**config.mk**
```make
export PLATFORM = sky130hd
export DESIGN_NAME = jtag_bitbang_port
export DESIGN_NICKNAME = d
export VERILOG_FILES = /design/src/rtl/jtag_bitbang_port.sv
export SDC_FILE = /design/constraint.sdc
export NUM_CORES = 1
export LEC_CHECK = 0
export ABC_AREA = 1
export BUFFER_PORTS_ARGS = -buffer_cell sky130_fd_sc_hd__buf_2
export CORE_UTILIZATION = 40
export DETAILED_ROUTE_END_ITERATION = 10
export GPL_ROUTABILITY_DRIVEN = 0
export PLACE_DENSITY = 0.63
export SYNTH_ARGS = -nofsm -noshare
export SYNTH_HDL_FRONTEND = slang
export SYNTH_SLANG_ARGS = --single-unit
```
**constraint.sdc**
```tcl
create_clock -name clk -period 3.5 [get_ports clk]
set_input_delay 0.35 -clock clk [delete_from_list [all_inputs] [get_ports clk]]
set_output_delay 0.35 -clock clk [all_outputs]
set_load 0.02 [all_outputs]
```
**src/rtl/jtag_bitbang_port.sv**
```systemverilog
module jtag_bitbang_port #(
  parameter int DW      = 32,
  parameter int HI_CLKS = 3,
  parameter int LO_CLKS = 2
) (
  input  logic          clk,
  input  logic          rst_n,
  input  logic          wr_en_i,
  input  logic [DW-1:0] wr_data_i,
  input  logic          rd_en_i,
  output logic [DW-1:0] rd_data_o,
  output logic          tck_o,
  output logic          tms_o,
  output logic          tdi_o,
  input  logic          tdo_i
);

  localparam int HW    = DW - 1;
  localparam int MAXPH = (HI_CLKS > LO_CLKS) ? HI_CLKS : LO_CLKS;
  localparam int CW    = $clog2(MAXPH + 1);

  typedef enum logic [1:0] {S_IDLE, S_SETUP, S_HIGH, S_LOW} st_t;

  st_t           st;
  logic [CW-1:0] cnt;
  logic [HW-1:0] hist;
  logic          idle;

  assign idle = (st == S_IDLE);

  always_ff @(posedge clk or negedge rst_n) begin
    if (!rst_n) begin
      st        <= S_IDLE;
      cnt       <= '0;
      tck_o     <= 1'b0;
      tms_o     <= 1'b1;
      tdi_o     <= 1'b0;
      hist      <= '0;
      rd_data_o <= '0;
    end else begin
      if (rd_en_i) rd_data_o <= {tdo_i, hist};
      unique case (st)
        S_IDLE: if (wr_en_i) begin
          tdi_o <= wr_data_i[0];
          tms_o <= wr_data_i[1];
          st    <= S_SETUP;
        end
        S_SETUP: begin
          tck_o <= 1'b1;
          hist  <= {tdo_i, hist[HW-1:1]};
          cnt   <= CW'(HI_CLKS - 1);
          st    <= S_HIGH;
        end
        S_HIGH: if (cnt == '0) begin
          tck_o <= 1'b0;
          cnt   <= CW'(LO_CLKS - 1);
          st    <= S_LOW;
        end else cnt <= cnt - 1'b1;
        S_LOW: if (cnt == '0) st <= S_IDLE;
               else cnt <= cnt - 1'b1;
        default: st <= S_IDLE;
      endcase
    end
  end

  AST_PULSE_START: assert property (@(posedge clk) disable iff (!rst_n)
    (wr_en_i && idle) |=> !tck_o ##1 tck_o);
  AST_PIN_HOLD: assert property (@(posedge clk) disable iff (!rst_n)
    !idle |=> ($stable(tms_o) && $stable(tdi_o)));
  AST_BUSY_DROP: assert property (@(posedge clk) disable iff (!rst_n)
    (wr_en_i && !idle) |=> ($stable(tms_o) && $stable(tdi_o)));
  AST_HIST_QUIET: assert property (@(posedge clk) disable iff (!rst_n)
    (st != S_SETUP) |=> $stable(hist));
  AST_RD_LIVE: assert property (@(posedge clk) disable iff (!rst_n)
    rd_en_i |=> (rd_data_o[DW-1] == $past(tdo_i)));
  AST_RD_HOLD: assert property (@(posedge clk) disable iff (!rst_n)
    !rd_en_i |=> $stable(rd_data_o));

endmodule

```
==> impl_metrics.tcl <==
set metrics [dict create \
    place_area_mm2 0.00310 \
    p_leak_nw 1.64 \
    swShare_pct 36.3 \
    antenna_found_initial 0 \
    fin_crit_ns 1.82 \
    p_int_mw 2.12 \
    io_buffers 41 \
    hp-class "in2async" \
    hpwl_mm 2.97 \
    htreeDepth 3 \
    routed_wl_mm 4.62 \
    areaGrowthSynthToFinish_pct 17.2 \
    synth_fp_nets 316 \
    slowest_stage "ha_2" \
    drc 0 \
    insertion_delay_ns 0.35 \
    syn-cell-area_mm2 0.00286 \
    pwr-share-clk_pct 23.9 \
    ys_warn_count 0 \
    cp_max_fo 63 \
    yosysSeqAreaShare_pct 61.3 \
    synth_area_per_cell_um2 10.6 \
    wl_per_cell_um 11.2 \
    die_y_um 86.5 \
    synth_seq_cells 70 \
    io_pins 72 \
    syn-instance-count 270 \
    coreArea_mm2 0.00683 \
    synthAdderAreaFrac_pct 3.94 \
    placementRows 30 \
    slew_viol_final 0 \
    hold_viol 0 \
    holdBufCountCts 0 \
    tightest_slew_ns 1.02 \
    start_util_pct 41.8 \
    clkSlewWorstSetupHoldPaths_ns 0.08 \
    dr_total_vias 1855 \
    pwr_density_cell_mw_per_mm2 992 \
    max_slew_margin_pct 32.3 \
    cts_buffer_depth 2 \
    final_cell_mix "dfrtp_1, buf_2, nand2_1" \
    crit_chain "inv_1 -> ha_2 -> o21ai_0" \
    drt_pre_antenna_iters 4 \
    synth_top_family_by_area "simple AND/OR/NAND/NOR gates" \
    synth_compound_area_share_pct 9.28 \
    antennaDiodeCount 0 \
    vdd_drop_max_v 0.000283 \
    nets 356 \
    crit_arrival_ns 2.01 \
    die_w_um 86.5 \
    grt_max_degree 64 \
    drt.antenna.violating_nets 0 \
    cts_tree "built" \
    die-area_mm2 0.00749 \
    cts.sinks 70 \
    seqPwrFrac_pct 41.2 \
    fin_crit_sh_pct 52.1 \
    grtUsageTotal_pct 14.2 \
    tns_ns 0 \
    setup_viol 0 \
    gr-total-overflow 0 \
    critical_path.top_delay_family "adder cells" \
    grt_pass1_vias 1703 \
    cts_resized 0 \
    startpoint_type "flip-flop" \
    p_comb_share_pct 34.9 \
    crit_type "reg2reg" \
    p_switching_mw 1.21 \
    required_ns 3.68 \
    slowest_delay_ns 0.83 \
    crit_buf_inv 1 \
    ys_types 16 \
    synthXorXnorAreaFrac_pct 0 \
    drive_above_1_share_pct 23.5 \
    fmax_ghz 0.548 \
    yosys.area_share.simple_pct 11.2 \
    grt_first_pass_wirelength_mm 7.97 \
    cts_setup_buffers 0 \
    synth_mux_area_share_pct 7.22 \
    finalClockSkew_ns 0.0105 \
    rsz0062_at_grt "no" \
    final_util_pct 49.0 \
    root_buffer "clkbuf_8" \
    design_area_mm2 0.00335 \
    status "finished, final reports clean" \
    layout_commonest_cell "dfrtp_1" \
    cap_violations 0 \
    viasPerCell 4.51 \
    setup.worst_path.end_class "flip-flop" \
    numCtsBuffers 9 \
    drt_first_iter_violations 32 \
]
## logic make-up (layout without fill, tap and decap cells)
group                      count (synthesis)  after routing
AOI/OAI and AO/OA                         53             53
adders and majority gates                  9              9
buffers and inverters                     42             87
DFF                                       70             70
muxes                                     14             14
and+or+nand+nor                           82             82
## cell usage after synthesis
| master | instances | area share, % |
|---|---|---|
| inv_1 | 29 | 3.8 |
| nor2_1 | 34 | 4.5 |
| nand3_1 | 7 | 1.2 |
| mux2_2 | 1 | 0.39 |
| buf_4 | 1 | 0.26 |
| clkbuf_2 | 2 | 0.35 |
| o21ai_0 | 19 | 3.3 |
| dfrtp_1 | 69 | 60 |
| buf_2 | 6 | 1.1 |
| a21oi_1 | 34 | 6.0 |
| buf_6 | 4 | 1.6 |
| ha_1 | 9 | 3.9 |
| dfstp_2 | 1 | 0.92 |
| or2_2 | 1 | 0.22 |
| mux2_4 | 13 | 6.8 |
| nand2_1 | 40 | 5.3 |
## final timing paths
kind / from / cells after the start / slack (ns) / end
max: st[1] / 3 / 1.68 / hist[15]
min: rst_n / 1 / 0.02 / rd_data_o[7]
max reg2reg: st[1] / 3 / 1.68 / hist[15]
min reg2reg: tms_o / 2 / 0.47 / tms_o
max in group asynchronous: rst_n / 2 / 2.48 / tms_o
min in group clk: wr_data_i[1] / 3 / 0.22 / tms_o
## area by class of cell
cell class,instances,area (um2)
multi-input combinational,158,906
timing repair buffer,42,213
tap,96,120
clock buffer,11,141
fill,653,3480
inverter,29,109
clock inverter,5,106
sequential,70,1750
## registers in the layout, summed over array words and instances, names as in the netlist
register,flops
cnt,2
hist,31
tck_o,1
tms_o,1
tdi_o,1
rd_data_o,32
st,2
## metrics by stage
step	setup slack, ns	instances	power, mW	hold WS [ns]
global placement	1.73	395	2.53	0.406
floorplan	2.27	270	2.24	0.0544
global route	1.45	411	3.60	0.0724
finish	1.68	411	3.32	0.0243
detailed placement	1.65	395	2.56	0.419
CTS	1.64	411	3.37	0.0403
## per-layer routing
| layer | track usage [%] | vias up | part of all wire (%) |
|---|---|---|---|
| met5 | 0 | - | 0 |
| met4 | 7.27 | 0 | 1.9 |
| met3 | 5.90 | 9 | 5.7 |
| met2 | 20.7 | 36 | 45 |
| met1 | 18.2 | 865 | 48 |
| li1 | - | 945 | - |
## power groups by stage
stage	registers [mW]	logic, mW	clock network, mW
final	1.37	1.16	0.794
after global routing	1.41	1.33	0.854
after CTS	1.37	1.18	0.815
after detailed placement	1.38	1.18	0
after global placement	1.38	1.15	0
after floorplan	1.55	0.691	0
Note: power is estimated with default switching activity, not from simulation.
